--- src/rtl/pmr_pkg.sv ---
package pmr_pkg;
  localparam int SEL_W = 3;

  localparam logic [SEL_W-1:0] SEL_ADDR_LO = 3'd0;
  localparam logic [SEL_W-1:0] SEL_ADDR_HI = 3'd1;
  localparam logic [SEL_W-1:0] SEL_CTRL    = 3'd2;
  localparam logic [SEL_W-1:0] SEL_DATA_LO = 3'd3;
  localparam logic [SEL_W-1:0] SEL_DATA_HI = 3'd4;

  localparam int CTRL_RD   = 0;
  localparam int CTRL_WR   = 1;
  localparam int CTRL_PROG = 7;

  typedef enum logic [1:0] {
    PH_IDLE,
    PH_WAIT,
    PH_FETCH,
    PH_LATCH
  } phase_e;

  typedef struct packed {
    logic captureAddr;
    logic issueFetch;
    logic latchData;
  } strobe_t;
endpackage

--- src/rtl/pmr_ctrl.sv ---
module pmr_ctrl
  import pmr_pkg::*;
(
  input  logic             clk,
  input  logic             rstN,
  input  logic             slotStb,
  input  logic             regWrEn,
  input  logic [SEL_W-1:0] regWrSel,
  input  logic             wrRdBit,
  input  logic             wrWrBit,
  input  logic             wrProgBit,
  output strobe_t          strobes,
  output logic             squash,
  output logic             rdBit,
  output logic             wrBit,
  output logic             progSel
);
  phase_e phase, phaseNext;
  logic   ctrlWr;
  logic   busy;
  logic   trigger;

  assign ctrlWr  = regWrEn && (regWrSel == SEL_CTRL);
  assign busy    = (phase != PH_IDLE);
  assign trigger = ctrlWr && wrRdBit && wrProgBit && !busy;

  always_comb begin
    strobes             = '0;
    strobes.captureAddr = trigger;
    strobes.issueFetch  = (phase == PH_FETCH) && slotStb;
    strobes.latchData   = (phase == PH_LATCH);
  end

  assign squash = strobes.issueFetch;

  always_comb begin
    phaseNext = phase;
    unique case (phase)
      PH_IDLE:  if (trigger) phaseNext = PH_WAIT;
      PH_WAIT:  if (slotStb) phaseNext = PH_FETCH;
      PH_FETCH: if (slotStb) phaseNext = PH_LATCH;
      PH_LATCH: phaseNext = PH_IDLE;
      default:  phaseNext = PH_IDLE;
    endcase
  end

  always_ff @(posedge clk) begin
    if (!rstN) begin
      phase   <= PH_IDLE;
      rdBit   <= 1'b0;
      wrBit   <= 1'b0;
      progSel <= 1'b0;
    end else begin
      phase <= phaseNext;
      if (ctrlWr) begin
        progSel <= wrProgBit;
        wrBit   <= wrWrBit && !wrProgBit;
      end
      if (strobes.latchData) begin
        rdBit <= 1'b0;
      end else if (trigger) begin
        rdBit <= 1'b1;
      end
    end
  end

  // the start bit drops once the word is in the data registers
  a_r7_rd_clears: assert property (@(posedge clk) disable iff (!rstN)
    strobes.latchData |=> !rdBit);

  // a write request with program space selected never sticks
  a_r6_wr_cancel: assert property (@(posedge clk) disable iff (!rstN)
    (ctrlWr && wrWrBit && wrProgBit) |=> !wrBit);

  // the squash pulse lasts a single cycle
  a_r3_squash_single: assert property (@(posedge clk) disable iff (!rstN)
    squash |=> !squash);

  // a pending read shows the start bit as set
  a_r7_rd_pending: assert property (@(posedge clk) disable iff (!rstN)
    strobes.issueFetch |-> rdBit);
endmodule

--- src/rtl/pmr_datapath.sv ---
module pmr_datapath
  import pmr_pkg::*;
#(
  parameter int ADDR_W = 12,
  parameter int DATA_W = 14
) (
  input  logic              clk,
  input  logic              rstN,
  input  logic              regWrEn,
  input  logic [SEL_W-1:0]  regWrSel,
  input  logic [7:0]        regWrData,
  input  strobe_t           strobes,
  input  logic              rdBit,
  input  logic              wrBit,
  input  logic              progSel,
  input  logic [SEL_W-1:0]  regRdSel,
  output logic [7:0]        regRdData,
  output logic [ADDR_W-1:0] memAddr,
  input  logic [DATA_W-1:0] memData
);
  localparam int HI_A_W = ADDR_W - 8;
  localparam int HI_D_W = DATA_W - 8;

  logic [7:0]        addrLo;
  logic [HI_A_W-1:0] addrHi;
  logic [ADDR_W-1:0] capAddr;
  logic [7:0]        dataLo;
  logic [HI_D_W-1:0] dataHi;
  logic [7:0]        addrHiView;
  logic [7:0]        dataHiView;
  logic [7:0]        ctrlView;

  // Pad the narrow high registers to a full byte for readback
  generate
    if (HI_A_W < 8) begin : g_pad_addr
      assign addrHiView = {{(8-HI_A_W){1'b0}}, addrHi};
    end else begin : g_full_addr
      assign addrHiView = addrHi;
    end
    if (HI_D_W < 8) begin : g_pad_data
      assign dataHiView = {{(8-HI_D_W){1'b0}}, dataHi};
    end else begin : g_full_data
      assign dataHiView = dataHi;
    end
  endgenerate

  always_comb begin
    ctrlView            = '0;
    ctrlView[CTRL_RD]   = rdBit;
    ctrlView[CTRL_WR]   = wrBit;
    ctrlView[CTRL_PROG] = progSel;
  end

  always_ff @(posedge clk) begin
    if (!rstN) begin
      addrLo  <= '0;
      addrHi  <= '0;
      capAddr <= '0;
      dataLo  <= '0;
      dataHi  <= '0;
    end else begin
      if (strobes.captureAddr) begin
        capAddr <= {addrHi, addrLo};
      end
      if (regWrEn && regWrSel == SEL_ADDR_LO) begin
        addrLo <= regWrData;
      end
      if (regWrEn && regWrSel == SEL_ADDR_HI) begin
        addrHi <= regWrData[HI_A_W-1:0];
      end
      if (strobes.latchData) begin
        dataLo <= memData[7:0];
        dataHi <= memData[DATA_W-1:8];
      end else begin
        if (regWrEn && regWrSel == SEL_DATA_LO) begin
          dataLo <= regWrData;
        end
        if (regWrEn && regWrSel == SEL_DATA_HI) begin
          dataHi <= regWrData[HI_D_W-1:0];
        end
      end
    end
  end

  assign memAddr = capAddr;

  always_comb begin
    unique case (regRdSel)
      SEL_ADDR_LO: regRdData = addrLo;
      SEL_ADDR_HI: regRdData = addrHiView;
      SEL_CTRL:    regRdData = ctrlView;
      SEL_DATA_LO: regRdData = dataLo;
      SEL_DATA_HI: regRdData = dataHiView;
      default:     regRdData = '0;
    endcase
  end

  // the latch always comes in the cycle after the fetch
  a_r4_latch_follows_fetch: assert property (@(posedge clk) disable iff (!rstN)
    strobes.issueFetch |=> strobes.latchData);

  // the data registers take the word that the memory returned
  a_r4_latch_value: assert property (@(posedge clk) disable iff (!rstN)
    strobes.latchData |=> (dataLo == $past(memData[7:0])));

  // with no latch and no software write, the low data byte holds
  a_r5_data_hold: assert property (@(posedge clk) disable iff (!rstN)
    (!strobes.latchData && !(regWrEn && regWrSel == SEL_DATA_LO)) |=> $stable(dataLo));

  // the fetch address moves only at a trigger
  a_r8_addr_held: assert property (@(posedge clk) disable iff (!rstN)
    !strobes.captureAddr |=> $stable(memAddr));
endmodule

--- src/rtl/prog_mem_reader.sv ---
module prog_mem_reader
  import pmr_pkg::*;
#(
  parameter int ADDR_W = 12,
  parameter int DATA_W = 14
) (
  input  logic              clk,
  input  logic              rstN,
  input  logic              slotStb,
  input  logic              regWrEn,
  input  logic [2:0]        regWrSel,
  input  logic [7:0]        regWrData,
  input  logic [2:0]        regRdSel,
  output logic [7:0]        regRdData,
  output logic              squash,
  output logic              memRe,
  output logic [ADDR_W-1:0] memAddr,
  input  logic [DATA_W-1:0] memData
);
  strobe_t strobes;
  logic    rdBit;
  logic    wrBit;
  logic    progSel;

  pmr_ctrl u_ctrl (
    .clk       (clk),
    .rstN      (rstN),
    .slotStb   (slotStb),
    .regWrEn   (regWrEn),
    .regWrSel  (regWrSel),
    .wrRdBit   (regWrData[CTRL_RD]),
    .wrWrBit   (regWrData[CTRL_WR]),
    .wrProgBit (regWrData[CTRL_PROG]),
    .strobes   (strobes),
    .squash    (squash),
    .rdBit     (rdBit),
    .wrBit     (wrBit),
    .progSel   (progSel)
  );

  pmr_datapath #(
    .ADDR_W (ADDR_W),
    .DATA_W (DATA_W)
  ) u_dp (
    .clk       (clk),
    .rstN      (rstN),
    .regWrEn   (regWrEn),
    .regWrSel  (regWrSel),
    .regWrData (regWrData),
    .strobes   (strobes),
    .rdBit     (rdBit),
    .wrBit     (wrBit),
    .progSel   (progSel),
    .regRdSel  (regRdSel),
    .regRdData (regRdData),
    .memAddr   (memAddr),
    .memData   (memData)
  );

  assign memRe = strobes.issueFetch;

  // squash and the memory read come together, always on a slot
  a_r3_squash_with_read: assert property (@(posedge clk) disable iff (!rstN)
    squash |-> (memRe && slotStb));
endmodule

--- config.mk ---
export PLATFORM = sky130hd
export DESIGN_NAME = prog_mem_reader
export DESIGN_NICKNAME = d
export VERILOG_FILES = /design/src/rtl/pmr_pkg.sv /design/src/rtl/pmr_ctrl.sv /design/src/rtl/pmr_datapath.sv /design/src/rtl/prog_mem_reader.sv
export SDC_FILE = /design/constraint.sdc
export NUM_CORES = 1
export LEC_CHECK = 0
export BUFFER_PORTS_ARGS = -buffer_cell sky130_fd_sc_hd__buf_2
export CAP_MARGIN = 20
export CORE_MARGIN = 5
export CORE_UTILIZATION = 40
export DETAILED_ROUTE_END_ITERATION = 6
export PLACE_DENSITY = 0.72
export SYNTH_ARGS = -nofsm -noshare
export SYNTH_HDL_FRONTEND = slang
export SYNTH_SLANG_ARGS = --single-unit
--- constraint.sdc ---
create_clock -name clk -period 1.4 [get_ports clk]
set_input_delay 0.28 -clock clk [delete_from_list [all_inputs] [get_ports clk]]
set_output_delay 0.28 -clock clk [all_outputs]
set_load 0.02 [all_outputs]
==> run_results.csv, run 1 <==
group,metric,value,unit
logic_synthesis,avgSynthCellArea,9.151,um2
drt,ant_nets,0,
timing,fin_skew,0.006503,ns
timing,final_max_slew_viol_count,0,
clock_network,clockBufferDepth,2,
logic_synthesis,ys_warn_count,0,
timing,max_slew_margin,0.8079,
cells_and_area,stdcell_count,382,
timing,worst_slack,-0.2255,ns
timing,rsz0062_at_grt,"yes",
cells_and_area,nets,347,
placed_design,dpl.hpwl,4.143,mm
grt,grt.total_usage,0.1704,
grt,grt_max_degree,29,
status,violations,"negative setup slack",
grt,antenna_found_initial,0,
cells_and_area,drive_gt1_frac,0.4263,
clock_network,clock-sinks,43,
grt,grt-ovfl-total,0,
clock_network,clk_pin_slew,0.08,ns
pwr,powerDensity,847.3,nW/um2
grt,grt_pass1_vias,1996,
timing,setup_viol,8,
clock_network,root_buffer,"clkbuf_8",
cells_and_area,syn_to_final_growth,38.06,%
timing,max_freq,0.6152,GHz
clock_network,cts_inserted_buffers,5,
worst_setup_path,end_kind,"output pin",
worst_setup_path,path_cells,"mux4_2, inv_2, o21ai_2, buf_6",
job,drv_cap,0,
worst_setup_path,crit_type,"register to output pin",
worst_setup_path,crit_arrival,1.35,ns
die,start_util,0.4175,
worst_setup_path,cp.required,1.12,ns
drt,vias,2007,
die,io_pins,54,
logic_synthesis,synth_seq_cells,43,
timing,tightest_slew,0.2882,ns
die,coreArea,5172,um2
worst_setup_path,slowest_delay,0.47,ns
timing,fin_crit_sh,1.161,
drt,drt_iter0_drc,66,
drt,first_pass_iters,4,
worst_setup_path,path_buf_inv,2,
grt,grt_pass1_wl,9.494,mm
drt,via_per_inst,5.254,
placed_design,dpl.cell_count,362,
status,outcome,"finished, violations left",
pwr,leakage,1.247,nW
drt,drc,0,
logic_synthesis,syn_nets,272,
timing,finalCriticalPeriod,1.625,ns
logic_synthesis,synth-seq-area-share,0.3986,
logic_synthesis,synthFlopType,"dfxtp_1",
die,die_w,83.48,um
worst_setup_path,crit_family,"multiplexers",
die,die_area,6968,um2
worst_setup_path,worst-path-max-fanout,2,
clock_network,tritoncts,"built",
logic_synthesis,synthCells,236,
worst_setup_path,cp-start-kind,"register",
min_path,hold_path.class,"input port to register",
logic_synthesis,synth.distinct_cells,40,
cells_and_area,insertedDiodeCount,0,
logic_synthesis,syn_area,2160,um2
pwr,ir_drop,568.5,uV
worst_setup_path,slowest_stage,"mux4_2",
drt,wirelength,5.655,mm
placed_design,place.gp.congestion,0.7683,
clock_network,clock_latency,0.30,ns
clock_network,cts-htree-levels,2,
timing,hold_viol,0,
clock_network,ctsHoldBuffers,0,
pwr,p_total,2.526,mW
logic_synthesis,synthArstFlopShare,0,
logic_synthesis,synth-edff-count,0,
die,die_y,83.48,um
die,num_rows,26,
placed_design,port-buffer-count,53,
drt,post_drt_wl_per_cell,14.80,um
==> path summary, 6_finish.rpt <==
| kind | startpoint | endpoint | slack (ns) | cells past startpoint |
|---|---|---|---|---|
| hold / removal | regWrData[5] | u_dp.addrLo[5] | 0.22 | 3 |
| setup / recovery | u_dp.dataLo[0] | regRdData[0] | -0.23 | 4 |
| hold reg to reg | u_dp.memAddr[5] | u_dp.memAddr[5] | 0.47 | 2 |
| setup reg to reg | u_ctrl.phase[1] | u_ctrl.phase[1] | 0.01 | 6 |
==> sequential cells by signal (all words and copies together), names as in the netlist <==
name            flops
u_ctrl.rdBit        1
u_ctrl.progSel      1
u_dp.dataLo         8
u_ctrl.wrBit        1
u_dp.addrLo         8
u_ctrl.phase        2
u_dp.memAddr       12
u_dp.addrHi         4
u_dp.dataHi         6
==> per-layer routing <==
metal | vias to the layer above | global-route usage | routed length, um | share of wire
li1 | 1000 | - | - | -
met5 | - | 0 | 0 | 0
met2 | 47 | 0.2894 | 2799 | 0.49
met3 | 11 | 0.05627 | 294 | 0.052
met4 | 0 | 0.06140 | 131 | 0.023
met1 | 949 | 0.2002 | 2429 | 0.43
==> synth_stat cells, types with 2 or more instances <==
| cell | instances | area (um2) |
|---|---|---|
| buf_2 | 7 | 35.03 |
| inv_1 | 5 | 18.77 |
| nand3_1 | 16 | 80.08 |
| mux2_2 | 3 | 33.78 |
| mux2i_1 | 22 | 220.2 |
| nor3b_1 | 2 | 15.01 |
| a21boi_0 | 5 | 37.54 |
| o21ai_0 | 28 | 140.1 |
| o2bb2ai_1 | 2 | 17.52 |
| clkbuf_1 | 7 | 26.28 |
| a21oi_1 | 16 | 80.08 |
| a22o_1 | 4 | 35.03 |
| nor2_1 | 3 | 11.26 |
| a21boi_1 | 18 | 135.1 |
| buf_4 | 3 | 22.52 |
| nor2b_1 | 5 | 31.28 |
| nand2_1 | 22 | 82.58 |
| dfxtp_1 | 43 | 860.8 |
| ha_1 | 4 | 50.05 |
==> area by class of cell <==
class / count / area (um2)
Multi-Input combinational cell: 169 / 1269
Timing Repair Buffer: 86 / 609.3
Clock inverter: 3 / 43.79
Clock buffer: 5 / 68.82
Fill cell: 473 / 2191
Tap cell: 70 / 87.58
Sequential cell: 43 / 880.8
Inverter: 6 / 22.52
==> what timing repair did <==
action | in CTS | in global routing
endpoints found under the hold margin | 0 | 0
gates resized for setup | 39 | 24
setup buffers | 10 | 2
pin swaps | 2 | 0
endpoints found under the setup margin | 23 | 36
==> worst min-delay path, cell delays in order <==
cell      delay, ns
buf_2          0.11
nand2_1        0.05
a21boi_1       0.05
==> cells in the final DEF, fill, tap and decap left out, drive strengths merged, types with 2 or more instances in the layout <==
cell type  instances
buf               86
dfxtp             43
o21ai             28
a21boi            23
mux2i             22
nand2             22
nand3             16
a21oi             16
inv                6
nor2b              5
clkbuf             5
a22o               4
ha                 4
mux2               3
nor2               3
and4bb             3
o2bb2ai            2
nor3b              2
clkinv             2
==> stage by stage <==
stage | utilization | worst slack [ns] | hold WS (ns) | instance area, um2 | TNS [ns]
after CTS | 0.5619 | -0.2429 | 0.2162 | 2907 | -0.9276
final | 0.5764 | -0.2255 | 0.2210 | 2982 | -0.7580
after global placement | 0.5073 | -0.09459 | 0.4489 | 2624 | -0.4909
after global routing | 0.5764 | -0.2759 | 0.2181 | 2982 | -1.289
after detailed placement | 0.5073 | -0.1018 | 0.4638 | 2624 | -1.354
after floorplan | - | -0.007628 | 0.4148 | 2171 | -0.007628
==> cells by family after synthesis <==
| group | after synthesis | synth area share |
|---|---|---|
| AOI/OAI and AO/OA | 80 | 0.2341 |
| adders and majority gates | 4 | 0.02318 |
| buffers and inverters | 24 | 0.05446 |
| DFF | 43 | 0.3986 |
| muxes | 26 | 0.1280 |
| and+or+nand+nor | 59 | 0.1617 |
==> power by group <==
| part | leakage, nW | switching (mW) | internal [mW] |
|---|---|---|---|
| Clock | 0.0581 | 0.446 | 0.531 |
| Combinational | 0.834 | 0.148 | 0.147 |
| Sequential | 0.355 | 0.0120 | 1.24 |
No activity file was read; power rests on OpenSTA's default activity.
==> run 2: changes to the inputs <==
--- a/config.mk
+++ b/config.mk
@@ -11,6 +11,7 @@
 export CORE_UTILIZATION = 40
 export DETAILED_ROUTE_END_ITERATION = 6
 export PLACE_DENSITY = 0.72
+export SETUP_SLACK_MARGIN = 0.3
 export SYNTH_ARGS = -nofsm -noshare
 export SYNTH_HDL_FRONTEND = slang
 export SYNTH_SLANG_ARGS = --single-unit
==> run_results.csv, run 2 (synthesis gave the netlist of run 1 again) <==
group,metric,value,unit
worst_setup_path,slowest_delay,0.47,ns
drt,vias,2145,
worst_setup_path,slowest_stage,"mux4_2",
min_path,hold_path.class,"input port to register",
pwr,p_total,2.409,mW
worst_setup_path,crit_type,"register to output pin",
die,die_y,83.48,um
timing,fin_crit_sh,1.174,
cells_and_area,layout_common_cells,"39 x buf_4, 33 x buf_2, 24 x dfxtp_1",
pwr,powerDensity,689.3,nW/um2
job,drv_cap,0,
pwr,power_frac_clock,0.321,
die,coreArea,5172,um2
drt,via_per_inst,5.444,
drt,drt_iter0_drc,163,
placed_design,dpl.hpwl,4.109,mm
die,num_rows,26,
worst_setup_path,path_cells,"mux4_2, inv_2, o21ai_4, buf_6",
timing,finalCriticalPeriod,1.643,ns
drt,first_pass_iters,4,
die,die_area,6968,um2
timing,max_slew_margin,0.6564,
worst_setup_path,cp.required,1.12,ns
placed_design,dpl.cell_count,356,
cells_and_area,nets,359,
die,start_util,0.4175,
timing,rsz0062_at_grt,"yes",
clock_network,clock_latency,0.30,ns
drt,ant_nets,0,
timing,max_freq,0.6085,GHz
cells_and_area,stdcell_count,394,
timing,final_max_slew_viol_count,0,
placed_design,place_ws,-0.1252,ns
timing,fin_skew,0.006624,ns
timing,worst_slack,-0.2433,ns
timing,setup_viol,8,
pwr,pwr-share-comb,0.160,
worst_setup_path,end_kind,"output pin",
cells_and_area,final_common_cell,"buf_4",
die,die_w,83.48,um
worst_setup_path,rr_worst_depth,5,
clock_network,clock-sinks,43,
placed_design,port-buffer-count,53,
grt,grt_max_degree,30,
clock_network,tritoncts,"built",
clock_network,root_buffer,"clkbuf_8",
pwr,seq_power_share,0.518,
pwr,swShare,0.2684,
min_path,hold_depth,3,
drt,wirelength,6.835,mm
clock_network,clockBufferDepth,2,
drt,drc,0,
grt,grt.total_usage,0.1847,
cells_and_area,fillers,367,
cells_and_area,insertedDiodeCount,0,
clock_network,ctsHoldBuffers,0,
cells_and_area,finish.utilization,0.6756,
cells_and_area,largest_reg_flops,12,
drt,post_drt_wl_per_cell,17.35,um
timing,holdWs,0.2328,ns
pwr,ir_drop,482.1,uV
pwr,power.switching,646.5,uW
status,outcome,"finished, violations left",
worst_setup_path,crit_arrival,1.36,ns
grt,grt_pass1_wl,10.48,mm
placed_design,place.gp.congestion,0.7933,
die,io_pins,54,
timing,tightest_slew,0.5155,ns
grt,antenna_found_initial,0,
timing,hold_viol,0,
cells_and_area,drive_gt1_frac,0.6235,
pwr,leakage,1.397,nW
clock_network,cts-htree-levels,2,
grt,grt_pass1_vias,2039,
worst_setup_path,worst-path-max-fanout,2,
worst_setup_path,cp-start-kind,"register",
clock_network,clk_pin_slew,0.08,ns
grt,grt-ovfl-total,0,
clock_network,cts_inserted_buffers,5,
cells_and_area,syn_to_final_growth,61.82,%
status,violations,"negative setup slack",
pwr,intPower,1.762,mW
-- run 2: worst max-delay path, delay by kind of cell, from the launching register on --
family | cells | cell delay, ns
multiplexers | 1 | 0.47
buffers and inverters | 2 | 0.22
AO/OA/AOI/OAI | 1 | 0.05
flip-flops | 1 | 0.33
-- run 2: metal layers --
metal	global-route usage	up-vias	share of wire
li1	-	1030	-
met1	0.2264	1052	0.43
met2	0.3251	49	0.51
met3	0.03554	14	0.037
met4	0.05848	0	0.019
met5	0	-	0
-- run 2: power by group through the flow --
stage / clock network [mW] / logic, mW / registers [mW]
after CTS: 0.781 / 0.339 / 1.25
after detailed placement: 0 / 0.282 / 1.28
after global placement: 0 / 0.279 / 1.28
after floorplan: 0 / 0.176 / 1.28
final: 0.774 / 0.386 / 1.25
after global routing: 0.839 / 0.412 / 1.25
-- run 2: final cells by class --
type	instances	area [um2]	share of cell area
Sequential cell	43	894.6	0.2560
Clock buffer	5	68.82	0.01969
Tap cell	70	87.58	0.02506
Clock inverter	3	15.01	0.004296
Timing Repair Buffer	94	749.5	0.2145
Multi-Input combinational cell	171	1607	0.4597
Inverter	6	40.04	0.01146
Timing Repair inverter	2	32.53	0.009309
-- run 2: worst paths after layout --
check	startpoint	endpoint	slack (ns)
max	u_dp.addrHi[0]	regRdData[0]	-0.24
min	regWrData[6]	u_dp.addrLo[6]	0.23
max reg2reg	u_ctrl.phase[0]	u_ctrl.phase[1]	0.03
min reg2reg	u_ctrl.progSel	u_ctrl.progSel	0.46
-- run 2: what timing repair did --
item | in CTS | in global routing
cloned | 3 | 1
pin swaps | 22 | 35
setup buffers | 12 | 14
gates resized for setup | 85 | 51
endpoints found under the setup margin | 39 | 46
-- run 2: per-stage QoR --
step	cell area, um2	TNS [ns]
2_1_floorplan	2445	0
3_3_place_gp	2790	-0.4369
3_5_place_dp	2790	-0.4848
4_1_cts	3216	-0.8387
5_1_grt	3495	-1.211
6_report	3495	-0.8525
==> run 3: changes to the inputs <==
--- a/config.mk
+++ b/config.mk
@@ -5,12 +5,13 @@
 export SDC_FILE = /design/constraint.sdc
 export NUM_CORES = 1
 export LEC_CHECK = 0
+export ABC_AREA = 1
 export BUFFER_PORTS_ARGS = -buffer_cell sky130_fd_sc_hd__buf_2
 export CAP_MARGIN = 20
 export CORE_MARGIN = 5
 export CORE_UTILIZATION = 40
 export DETAILED_ROUTE_END_ITERATION = 6
-export PLACE_DENSITY = 0.72
+export PLACE_DENSITY = 0.73
 export SETUP_SLACK_MARGIN = 0.3
 export SYNTH_ARGS = -nofsm -noshare
 export SYNTH_HDL_FRONTEND = slang
==> run_results.csv, run 3 <==
group,metric,value,unit
clock_network,tritoncts,"built",
cells_and_area,nets,396,
pwr,ir_drop,681.5,uV
timing,fin_skew,0.005232,ns
placed_design,dpl.hpwl,3.930,mm
drt,first_pass_iters,4,
clock_network,clockBufferDepth,2,
grt,grt_pass1_wl,9.970,mm
die,num_rows,25,
logic_synthesis,syn_area,1961,um2
cells_and_area,stdcell_count,428,
timing,max_slew_margin,0.6903,
logic_synthesis,synthFlopType,"dfxtp_1",
placed_design,place.gp.congestion,0.9043,
cells_and_area,final_common_cell,"buf_4",
logic_synthesis,synth_top_cell_by_area,"dfxtp_1",
drt,drt_iter0_drc,199,
status,outcome,"finished, violations left",
drt,drc,0,
timing,tightest_slew,0.4629,ns
logic_synthesis,synthCells,276,
clock_network,clk_pin_slew,0.08,ns
logic_synthesis,yosysMostFrequentCell,"nand2_1",
logic_synthesis,synth_top_cell_area_share,0.4391,
cells_and_area,insertedDiodeCount,0,
timing,worst_slack,-0.03226,ns
clock_network,cts-htree-levels,2,
logic_synthesis,synth_top_family_by_area,"compound AO/OA/AOI/OAI gates",
grt,grt.total_usage,0.2002,
clock_network,clock-sinks,43,
logic_synthesis,synth_common_cells,"77 x nand2_1, 43 x dfxtp_1, 38 x a21oi_1",
die,coreArea,4755,um2
worst_setup_path,crit_arrival,1.15,ns
logic_synthesis,synth_seq_cells,43,
die,start_util,0.4124,
cells_and_area,layout_common_cells,"36 x buf_4, 35 x nand2_2, 32 x nand2_1",
clock_network,clock_latency,0.29,ns
worst_setup_path,worst-path-max-fanout,2,
die,die_y,80.01,um
worst_setup_path,end_kind,"output pin",
worst_setup_path,cp-start-kind,"register",
placed_design,port-buffer-count,53,
grt,antenna_found_initial,0,
die,die_area,6402,um2
timing,holdWs,0.2560,ns
cells_and_area,drive_gt1_frac,0.6593,
worst_setup_path,cp.required,1.12,ns
cells_and_area,largest_reg_flops,12,
grt,grt_pass1_vias,2169,
clock_network,root_buffer,"clkbuf_8",
logic_synthesis,synthArstFlopShare,0,
logic_synthesis,synth_mux_area_frac,0,
status,violations,"negative setup slack",
timing,fin_crit_sh,1.023,
placed_design,dpl-instance-area,2484,um2
timing,rsz0062_at_grt,"yes",
grt,grt_max_degree,19,
placed_design,place_ws,-0.01602,ns
timing,max_freq,0.6982,GHz
cells_and_area,syn_to_final_growth,72.30,%
grt,grt_util_met1,0.2408,
cells_and_area,post-route-cell-area,3378,um2
logic_synthesis,synthAdderAreaFrac,0.02553,
timing,tns,-0.03226,ns
timing,hold_viol,0,
logic_synthesis,syn_nets,312,
pwr,powerDensity,1045,nW/um2
job,drv_cap,0,
pwr,leakage,1.401,nW
drt,ant_nets,0,
grt,met2_usage,0.3402,
drt,post_drt_wl_per_cell,15.57,um
grt,grtUsageMet3,0.04966,
timing,finalCriticalPeriod,1.432,ns
placed_design,dpl.cell_count,396,
logic_synthesis,yosys.area_share.simple,0.2119,
logic_synthesis,ys_warn_count,0,
logic_synthesis,synth-seq-area-share,0.4391,
grt,grt-ovfl-total,0,
cells_and_area,finish.utilization,0.7105,
logic_synthesis,synth-edff-count,0,
drt,via_per_inst,5.150,
logic_synthesis,synth.distinct_cells,26,
logic_synthesis,synth-xor-area-share,0,
min_path,hold_path.class,"input port to register",
grt,grt.busiest_layer,"met2",
drt,vias,2204,
die,die_w,80.01,um
clock_network,ctsHoldBuffers,0,
pwr,p_total,3.532,mW
logic_synthesis,synth_compound_area_frac,0.2297,
timing,final_max_slew_viol_count,0,
logic_synthesis,netlist_top_cells_area,"dfxtp_1 44%, nand2_1 15%, a21oi_1 9.7%",
timing,setup_viol,1,
die,io_pins,54,
logic_synthesis,avgSynthCellArea,7.104,um2
worst_setup_path,crit_type,"register to output pin",
clock_network,cts_inserted_buffers,5,
drt,wirelength,6.663,mm
run 3: cell types whose count changed in the layout (fill, tap and decap cells not counted), sizes merged, moves of 10 or more:
| cell | change |
|---|---|
| a21boi | -22 |
| a21oi | +22 |
| inv | +31 |
| mux2i | -22 |
| nand2 | +56 |
| nand3 | -10 |
| nor2 | +10 |
run 3: worst max-delay path: stages (launching register included):
cell     delay (ns)
dfxtp_2        0.33
inv_2          0.06
o21ai_2        0.06
a21oi_2        0.14
nand3_2        0.11
buf_6          0.15
run 3: cell families after synthesis:
group | count (synthesis)
adders and majority gates | 4
and+or+nand+nor | 102
AOI/OAI and AO/OA | 81
buffers and inverters | 46
DFF | 43
run 3: path summary, 6_finish.rpt:
| path | start | to | slack (ns) | cells after the start |
|---|---|---|---|---|
| max | u_dp.addrLo[0] | regRdData[0] | -0.03 | 5 |
| min | memData[4] | u_dp.dataLo[4] | 0.26 | 3 |
| max reg2reg | u_ctrl.phase[0] | u_ctrl.phase[0] | 0.03 | 10 |
| min reg2reg | u_dp.memAddr[3] | u_dp.memAddr[3] | 0.44 | 2 |
run 3: routing by layer:
| metal | vias up | part of all wire |
|---|---|---|
| met3 | 12 | 0.062 |
| met1 | 1027 | 0.40 |
| li1 | 1073 | - |
| met5 | - | 0 |
| met4 | 0 | 0.017 |
| met2 | 92 | 0.52 |
run 3: power breakdown:
group	leakage (nW)	switching (mW)	internal [mW]
Sequential	0.359	0.0865	1.31
Clock	0.0515	0.400	0.450
Combinational	0.990	0.668	0.613
Total	1.40	1.15	2.38
run 3: what timing repair did:
item	CTS	global route
gates resized for setup	106	104
gates cloned	4	0
setup endpoints to repair	38	51
buffers inserted	15	5
pin swaps	33	47
run 3: final cells by class:
type	instances	area, um2
Clock buffer	8	100.1
Fill cell	355	1376
Inverter	36	172.7
Multi-Input combinational cell	188	1434
Sequential cell	43	893.4
Tap cell	67	83.83
Timing Repair Buffer	85	688.2
Timing Repair inverter	1	6.256
